$ cat src/rtl/dma_regif_pkg.sv
package dma_regif_pkg;

    localparam int WORD_W  = 32;
    localparam int WIDX_W  = 6;
    localparam int SCMD_W  = 10;
    localparam int EOL_BIT = 5;
    localparam int SRC_LSB = 8;
    localparam int WIN_LSB = 13;

    // word indices inside a channel window (byte offset / 4)
    localparam logic [WIDX_W-1:0] W_DESC   = 6'h00;
    localparam logic [WIDX_W-1:0] W_SAVED  = 6'h16;
    localparam logic [WIDX_W-1:0] W_SBUF   = 6'h17;
    localparam logic [WIDX_W-1:0] W_GROUP  = 6'h18;
    localparam logic [WIDX_W-1:0] W_GDOWN  = 6'h1F;
    localparam logic [WIDX_W-1:0] W_CMD    = 6'h20;
    localparam logic [WIDX_W-1:0] W_CFG    = 6'h21;
    localparam logic [WIDX_W-1:0] W_STAT   = 6'h22;
    localparam logic [WIDX_W-1:0] W_MASK   = 6'h23;
    localparam logic [WIDX_W-1:0] W_ACK    = 6'h24;
    localparam logic [WIDX_W-1:0] W_RAW    = 6'h25;
    localparam logic [WIDX_W-1:0] W_MASKED = 6'h26;
    localparam logic [WIDX_W-1:0] W_SCMD   = 6'h27;

    typedef enum logic [2:0] {
        ST_RST  = 3'd1,
        ST_STOP = 3'd2,
        ST_RUN  = 3'd4
    } chan_state_e;

    typedef struct packed {
        logic [WORD_W-1:0] desc;
        logic [WORD_W-1:0] saved;
        logic [WORD_W-1:0] sbuf;
        logic [WORD_W-1:0] group;
        logic [WORD_W-1:0] gdown;
        logic [WORD_W-1:0] cfg;
        logic [WORD_W-1:0] mask;
        logic [WORD_W-1:0] raw;
        logic              cmd;
        logic [SCMD_W-1:0] scmd;
        chan_state_e       state;
        logic              cont;
        logic              scmd_p;
    } chan_regs_t;

    typedef struct packed {
        logic              valid;
        logic              err;
        logic [WORD_W-1:0] rdata;
    } rsp_t;

endpackage

$ cat src/rtl/dma_regif_decode.sv
module dma_regif_decode
    import dma_regif_pkg::*;
#(
    parameter int NCH = 4,
    parameter int CHW = 2,
    parameter int AW  = 15
) (
    input  logic              valid,
    input  logic              write,
    input  logic [AW-1:0]     addr,
    input  logic [3:0]        be,
    output logic [CHW-1:0]    chan,
    output logic [WIDX_W-1:0] word,
    output logic              wr_ok,
    output logic              rd_ok,
    output logic              err
);
    logic in_range;
    logic full_word;
    logic unused_addr_bits;

    assign chan      = addr[AW-1:WIN_LSB];
    assign word      = addr[WIDX_W+1:2];
    assign full_word = (be == 4'hF);
    assign unused_addr_bits = ^{addr[WIN_LSB-1:WIDX_W+2], addr[1:0]};

    generate
        if (NCH == (1 << CHW)) begin : g_full
            assign in_range = 1'b1;
        end else begin : g_part
            assign in_range = (chan < CHW'(NCH));
        end
    endgenerate

    assign err   = valid && !(full_word && in_range);
    assign wr_ok = valid && full_word && in_range && write;
    assign rd_ok = valid && full_word && in_range && !write;

endmodule

$ cat src/rtl/dma_regif_chan.sv
module dma_regif_chan
    import dma_regif_pkg::*;
#(
    parameter int IRQW = 4,
    parameter int SRCW = 2
) (
    input  logic              clk,
    input  logic              rst_n,
    input  logic              wr_en,
    input  logic [WIDX_W-1:0] word,
    input  logic [WORD_W-1:0] wdata,
    input  logic              eng_start,
    input  logic              eng_halt,
    input  logic              eng_eol,
    input  logic [SRCW-1:0]   eng_src,
    input  logic [IRQW-1:0]   irq_set,
    output logic [WORD_W-1:0] rd_data,
    output logic              irq,
    output logic              cont,
    output logic              scmd_p,
    output logic [SCMD_W-1:0] scmd_val
);
    localparam logic [WORD_W-1:0] IRQ_KEEP =
        (IRQW >= WORD_W) ? {WORD_W{1'b1}} : WORD_W'((64'd1 << IRQW) - 64'd1);

    chan_regs_t        regs_d, regs_q;
    logic [WORD_W-1:0] set_w;
    logic [WORD_W-1:0] clr_w;
    logic [WORD_W-1:0] stat_w;
    logic              cfg_wr;

    assign set_w  = IRQ_KEEP & WORD_W'(irq_set);
    assign cfg_wr = wr_en && (word == W_CFG);

    always_comb begin
        regs_d        = regs_q;
        regs_d.cont   = 1'b0;
        regs_d.scmd_p = 1'b0;
        clr_w         = (wr_en && word == W_ACK) ? wdata : '0;
        regs_d.raw    = ((regs_q.raw & ~clr_w) | set_w) & IRQ_KEEP;

        if (eng_halt && regs_q.state == ST_RUN) begin
            regs_d.state = ST_STOP;
        end
        if (eng_start && regs_q.state == ST_STOP) begin
            regs_d.state = ST_RUN;
        end

        if (wr_en) begin
            case (word)
                W_DESC:  regs_d.desc  = wdata;
                W_SAVED: regs_d.saved = wdata;
                W_SBUF:  regs_d.sbuf  = wdata;
                W_GROUP: regs_d.group = wdata;
                W_GDOWN: regs_d.gdown = wdata;
                W_MASK:  regs_d.mask  = wdata & IRQ_KEEP;
                W_CMD: begin
                    regs_d.cmd  = wdata[0];
                    regs_d.cont = 1'b1;
                end
                W_SCMD: begin
                    regs_d.scmd   = wdata[SCMD_W-1:0];
                    regs_d.scmd_p = 1'b1;
                end
                W_CFG: begin
                    regs_d.cfg = wdata;
                    if (!wdata[0]) begin
                        regs_d.state = ST_RST;
                    end else if (wdata[1]) begin
                        regs_d.state = ST_STOP;
                    end
                end
                default: ;
            endcase
        end
    end

    always_ff @(posedge clk) begin
        if (!rst_n) begin
            regs_q       <= '0;
            regs_q.state <= ST_RST;
        end else begin
            regs_q <= regs_d;
        end
    end

    always_comb begin
        stat_w                    = '0;
        stat_w[2:0]               = regs_q.state;
        stat_w[EOL_BIT]           = eng_eol;
        stat_w[SRC_LSB +: SRCW]   = eng_src;
    end

    always_comb begin
        case (word)
            W_DESC:   rd_data = regs_q.desc;
            W_SAVED:  rd_data = regs_q.saved;
            W_SBUF:   rd_data = regs_q.sbuf;
            W_GROUP:  rd_data = regs_q.group;
            W_GDOWN:  rd_data = regs_q.gdown;
            W_CMD:    rd_data = WORD_W'(regs_q.cmd);
            W_CFG:    rd_data = regs_q.cfg;
            W_STAT:   rd_data = stat_w;
            W_MASK:   rd_data = regs_q.mask;
            W_RAW:    rd_data = regs_q.raw;
            W_MASKED: rd_data = regs_q.raw & regs_q.mask;
            W_SCMD:   rd_data = WORD_W'(regs_q.scmd);
            default:  rd_data = '0;
        endcase
    end

    assign irq      = |(regs_q.raw & regs_q.mask);
    assign cont     = regs_q.cont;
    assign scmd_p   = regs_q.scmd_p;
    assign scmd_val = regs_q.scmd;

    AST_CFG_FORCE_RST: assert property (@(posedge clk) disable iff (!rst_n)
        cfg_wr && !wdata[0] |=> regs_q.state == ST_RST);
    AST_CFG_FORCE_STOP: assert property (@(posedge clk) disable iff (!rst_n)
        cfg_wr && wdata[0] && wdata[1] |=> regs_q.state == ST_STOP);
    AST_RST_NO_START: assert property (@(posedge clk) disable iff (!rst_n)
        regs_q.state == ST_RST && !cfg_wr |=> regs_q.state == ST_RST);
    AST_CONT_STROBE: assert property (@(posedge clk) disable iff (!rst_n)
        wr_en && word == W_CMD |=> cont);
    AST_SCMD_STROBE: assert property (@(posedge clk) disable iff (!rst_n)
        wr_en && word == W_SCMD |=> scmd_p && scmd_val == $past(wdata[SCMD_W-1:0]));
    AST_SET_WINS: assert property (@(posedge clk) disable iff (!rst_n)
        |irq_set |=> (regs_q.raw[IRQW-1:0] & $past(irq_set)) == $past(irq_set));

endmodule

$ cat src/rtl/dma_regif.sv
module dma_regif
    import dma_regif_pkg::*;
#(
    parameter int NCH  = 4,
    parameter int IRQW = 4,
    parameter int SRCW = 2,
    localparam int CHW = (NCH > 1) ? $clog2(NCH) : 1,
    localparam int AW  = WIN_LSB + CHW
) (
    input  logic                   clk,
    input  logic                   rst_n,
    input  logic                   req_valid,
    input  logic                   req_write,
    input  logic [AW-1:0]          req_addr,
    input  logic [3:0]             req_be,
    input  logic [WORD_W-1:0]      req_wdata,
    output logic                   rsp_valid,
    output logic                   rsp_err,
    output logic [WORD_W-1:0]      rsp_rdata,
    input  logic [NCH-1:0]         eng_start,
    input  logic [NCH-1:0]         eng_halt,
    input  logic [NCH-1:0]         eng_eol,
    input  logic [NCH*SRCW-1:0]    eng_src,
    input  logic [NCH*IRQW-1:0]    irq_set,
    output logic [NCH-1:0]         irq_o,
    output logic [NCH-1:0]         cont_o,
    output logic [NCH-1:0]         scmd_o,
    output logic [SCMD_W-1:0]      scmd_data_o
);
    localparam int NSLOT = 1 << CHW;

    logic [CHW-1:0]    dec_chan;
    logic [WIDX_W-1:0] dec_word;
    logic              dec_wr, dec_rd, dec_err;
    logic [WORD_W-1:0] rd_words [NSLOT];
    logic [SCMD_W-1:0] scmd_vals [NCH];
    rsp_t              rsp_d, rsp_q;

    dma_regif_decode #(.NCH(NCH), .CHW(CHW), .AW(AW)) u_decode (
        .valid (req_valid),
        .write (req_write),
        .addr  (req_addr),
        .be    (req_be),
        .chan  (dec_chan),
        .word  (dec_word),
        .wr_ok (dec_wr),
        .rd_ok (dec_rd),
        .err   (dec_err)
    );

    for (genvar c = 0; c < NSLOT; c++) begin : g_ch
        if (c < NCH) begin : g_live
            dma_regif_chan #(.IRQW(IRQW), .SRCW(SRCW)) u_chan (
                .clk       (clk),
                .rst_n     (rst_n),
                .wr_en     (dec_wr && dec_chan == CHW'(c)),
                .word      (dec_word),
                .wdata     (req_wdata),
                .eng_start (eng_start[c]),
                .eng_halt  (eng_halt[c]),
                .eng_eol   (eng_eol[c]),
                .eng_src   (eng_src[c*SRCW +: SRCW]),
                .irq_set   (irq_set[c*IRQW +: IRQW]),
                .rd_data   (rd_words[c]),
                .irq       (irq_o[c]),
                .cont      (cont_o[c]),
                .scmd_p    (scmd_o[c]),
                .scmd_val  (scmd_vals[c])
            );
        end else begin : g_hole
            assign rd_words[c] = '0;
        end
    end

    always_comb begin
        scmd_data_o = '0;
        for (int c = 0; c < NCH; c++) begin
            if (scmd_o[c]) begin
                scmd_data_o = scmd_data_o | scmd_vals[c];
            end
        end
    end

    always_comb begin
        rsp_d.valid = dec_rd || dec_err;
        rsp_d.err   = dec_err;
        rsp_d.rdata = dec_rd ? rd_words[dec_chan] : '0;
    end

    always_ff @(posedge clk) begin
        if (!rst_n) begin
            rsp_q <= '0;
        end else begin
            rsp_q <= rsp_d;
        end
    end

    assign rsp_valid = rsp_q.valid;
    assign rsp_err   = rsp_q.err;
    assign rsp_rdata = rsp_q.rdata;

    AST_PARTIAL_ERR: assert property (@(posedge clk) disable iff (!rst_n)
        req_valid && req_be != 4'hF |=> rsp_err && rsp_rdata == '0);
    AST_READ_RESP: assert property (@(posedge clk) disable iff (!rst_n)
        req_valid && !req_write |=> rsp_valid);
    AST_STROBE_SINGLE: assert property (@(posedge clk) disable iff (!rst_n)
        $onehot0(cont_o) && $onehot0(scmd_o));

endmodule

$ cat config.mk
export PLATFORM = sky130hd
export DESIGN_NAME = dma_regif
export DESIGN_NICKNAME = d
export VERILOG_FILES = /design/src/rtl/dma_regif_pkg.sv /design/src/rtl/dma_regif_decode.sv /design/src/rtl/dma_regif_chan.sv /design/src/rtl/dma_regif.sv
export SDC_FILE = /design/constraint.sdc
export NUM_CORES = 2
export LEC_CHECK = 0
export BUFFER_PORTS_ARGS = -buffer_cell sky130_fd_sc_hd__buf_2
export CAP_MARGIN = 15
export CORE_MARGIN = 5
export CORE_UTILIZATION = 30
export CTS_BUF_LIST = sky130_fd_sc_hd__clkbuf_4 sky130_fd_sc_hd__clkbuf_8 sky130_fd_sc_hd__clkbuf_16
export CTS_CLUSTER_DIAMETER = 100
export DETAILED_ROUTE_END_ITERATION = 6
export SLEW_MARGIN = 20
export SYNTH_ARGS = -nofsm -noshare
export SYNTH_HDL_FRONTEND = slang
export SYNTH_SLANG_ARGS = --single-unit
$ cat constraint.sdc
create_clock -name clk -period 2.5 [get_ports clk]
set_input_delay 0.375 -clock clk [delete_from_list [all_inputs] [get_ports clk]]
set_output_delay 0.375 -clock clk [all_outputs]
set_load 0.01 [all_outputs]
==> flow_summary.ini <==
[detailed_routing]
drtIter0Drc = 4037
routed_wl_mm = 157
ant_nets = 0
wire_per_inst_um = 23.4
vias_per_cell = 5.42
drc = 0
drt-pass1-iter-count = 7
vias = 36300

[worst_setup_path]
slowest_stage = dfxtp_1
cp-start-kind = register
cp-end-kind = output port
critPathMaxStageDelay_ns = 0.73
rr_worst_depth = 6
worstPathMaxFanout = 11
critPathKind = register to output port
worstPathRequired_ns = 2.12
cp_top_family = flip-flops
cp_num_buf_inv = 1
path_cells = a22oi_1, nand2_1, buf_2
arrival_ns = 2.06
path_depth = 3

[layout]
final_layout_size_suffix_gt1_frac = 0.129
nFillCells = 13100
finalNonFillerCells = 6701
utilization = 0.365
fin_nets = 4965
area_delta_synth_final_pct = 21.2

[timing]
min_period_ns = 2.44
setup_viol_count_final = 0
slew_headroom = 0.221
period_share = 0.975
tightest_slew_ns = 1.17
rsz0062_at_grt = false
finClkSkew_ns = 0.0398
max_freq_ghz = 0.410
final-hold-violation-count = 0
slew_viol_final = 0

[floorplan]
die_area_mm2 = 0.137
die_y_um = 371
rows = 132
core-area_mm2 = 0.129
initial_core_util = 0.302
die_x_um = 371
ios = 147

[clocking]
cts_buffer_depth = 3
cts-root-buf = clkbuf_16
cts_tree = yes
post_cts_buffers = 0
htreeDepth = 3
insertion_delay_ns = 0.71
cts_sinks = 898
clk_pin_slew_ns = 0.06
cts_buffers = 98

[logic_synthesis]
ys_top_cells_by_area = dfxtp_1 46%, nand2_1 16%, a21boi_0 14%
ys_seq_area_frac = 0.461
synth-seq-cells = 898
synth_edf_count = 0
synth_cell_types = 59
synth_common_cells = 1708 x nand2_1, 898 x dfxtp_1, 732 x a21boi_0
ys.flop_type = dfxtp_1
avgSynthCellArea_um2 = 8.07
synth_area_mm2 = 0.0390
ys_async_sr_fraction = 0
yosys.area.top_type_share = 0.461
synth_most_common_cell = nand2_1
yosys_warnings = 0
synth_cells = 4830
syn_nets = 4921
synth_top_area_cell = dfxtp_1

[global_route]
grt_first_pass_wirelength_mm = 230
grt_usage = 0.221
antenna_found_initial = 16
grt_pass1_vias = 34400
grt_max_degree = 277
grt_overflow = 0

[place]
dp.cells = 6492
numPortBuffers = 139
globalplace.congestion = 0.898
hpwl_mm = 97.3

[job]
maxCapViolCount = 0

[worst_hold_path]
hold_depth = 3
hold_class = input port to register

[power_and_ir_drop]
p_leak_uw = 0.0153
power_density_mw_per_mm2 = 661
vdd.ir_drop.worst_mv = 0.486

[outcome]
status = complete, no violations
-- state kept, by name, summed over array words and instances (netlist names) --
signal                       count
rsp_rdata                       32
rsp_err                          1
g_ch.g_live.u_chan.scmd_p        4
g_ch.g_live.u_chan.cont          4
g_ch.g_live.u_chan.regs_q      816
rsp_valid                        1
g_ch.g_live.u_chan.scmd_val     40
-- metal layers --
layer | part of all wire | global-route usage | wire (µm)
met1 | 0.42 | 0.297 | 65900
met4 | 0.040 | 0.0871 | 6200
met2 | 0.45 | 0.351 | 70200
met5 | 0.00055 | 0 | 86
met3 | 0.092 | 0.0400 | 14500
-- area by class of cell --
type	count	area, µm²	area share
Antenna cell	5	12.5	0.000265
Sequential cell	898	18000	0.381
Timing Repair Buffer	419	4290	0.0908
Clock buffer	144	2960	0.0627
Inverter	6	22.5	0.000477
Multi-Input combinational cell	3451	19300	0.408
Clock inverter	36	539	0.0114
Tap cell	1742	2180	0.0461
-- power breakdown --
part | internal (µW) | switching, µW | total [µW] | leakage (µW)
combinational | 467 | 813 | 1280 | 0.00629
sequential | 14300 | 25.8 | 14400 | 0.00723
clock | 9300 | 6320 | 15600 | 0.00174
total | 24100 | 7160 | 31200 | 0.0153
-- worst min-delay path, stage by stage --
cell	delay [ns]
buf_2	0.09
and4_1	0.19
nor2_1	0.10
-- final timing paths --
kind | start | end | slack, ns
max | g_ch[0].g_live.u_chan.scmd_p | scmd_data_o[8] | 0.06
max reg2reg | g_ch[1].g_live.u_chan.regs_q[50] | rsp_rdata[2] | 0.52
min reg2reg | g_ch[0].g_live.u_chan.regs_q[99] | g_ch[0].g_live.u_chan.regs_q[99] | 0.45
min | req_be[0] | rsp_err | 0.10
-- per-stage QoR --
step / setup TNS [ns] / worst slack [ns] / power (µW) / instance area, µm² / hold WS, ns
floorplan: 0 / 0.287 / 15400 / 39000 / 0.433
global placement: -2.50 / -0.114 / 15900 / 43500 / 0.440
detailed placement: -6.63 / -0.120 / 15900 / 43500 / 0.445
CTS: 0 / 0.0474 / 31400 / 47200 / 0.0687
global route: 0 / 0.0374 / 32100 / 47200 / 0.137
finish: 0 / 0.0613 / 31200 / 47200 / 0.103
-- layout by cell type (no fill, tap or decap), types with 26 or more instances in the layout --
master and n:
nand2_1 1695, dfxtp_1 897, a21boi_0 732, a22oi_1 285, buf_4 143, nand3_1 141, buf_2 137, buf_12 113
a21boi_1 102, clkbuf_16 98, a221oi_1 68, nand4_1 57, mux2i_1 40, nor2_1 34, o21ai_0 32, nor2_4 27
clkbuf_8 26
-- cell families after synthesis --
logic type / Yosys count / synth area share
and+or+nand+nor: 2048 / 0.212
DFF: 898 / 0.461
buffers and inverters: 481 / 0.0519
AOI/OAI and AO/OA: 1354 / 0.262
muxes: 49 / 0.0132
-- repair_timing --
| item | 4_1_cts | 5_1_grt |
|---|---|---|
| resized for setup | 1 | 0 |
| endpoints found under the hold margin | 32 | 0 |
| setup endpoints to repair | 4 | 0 |
| hold buffers | 24 | 0 |
No activity file was read; power rests on OpenSTA's default activity.
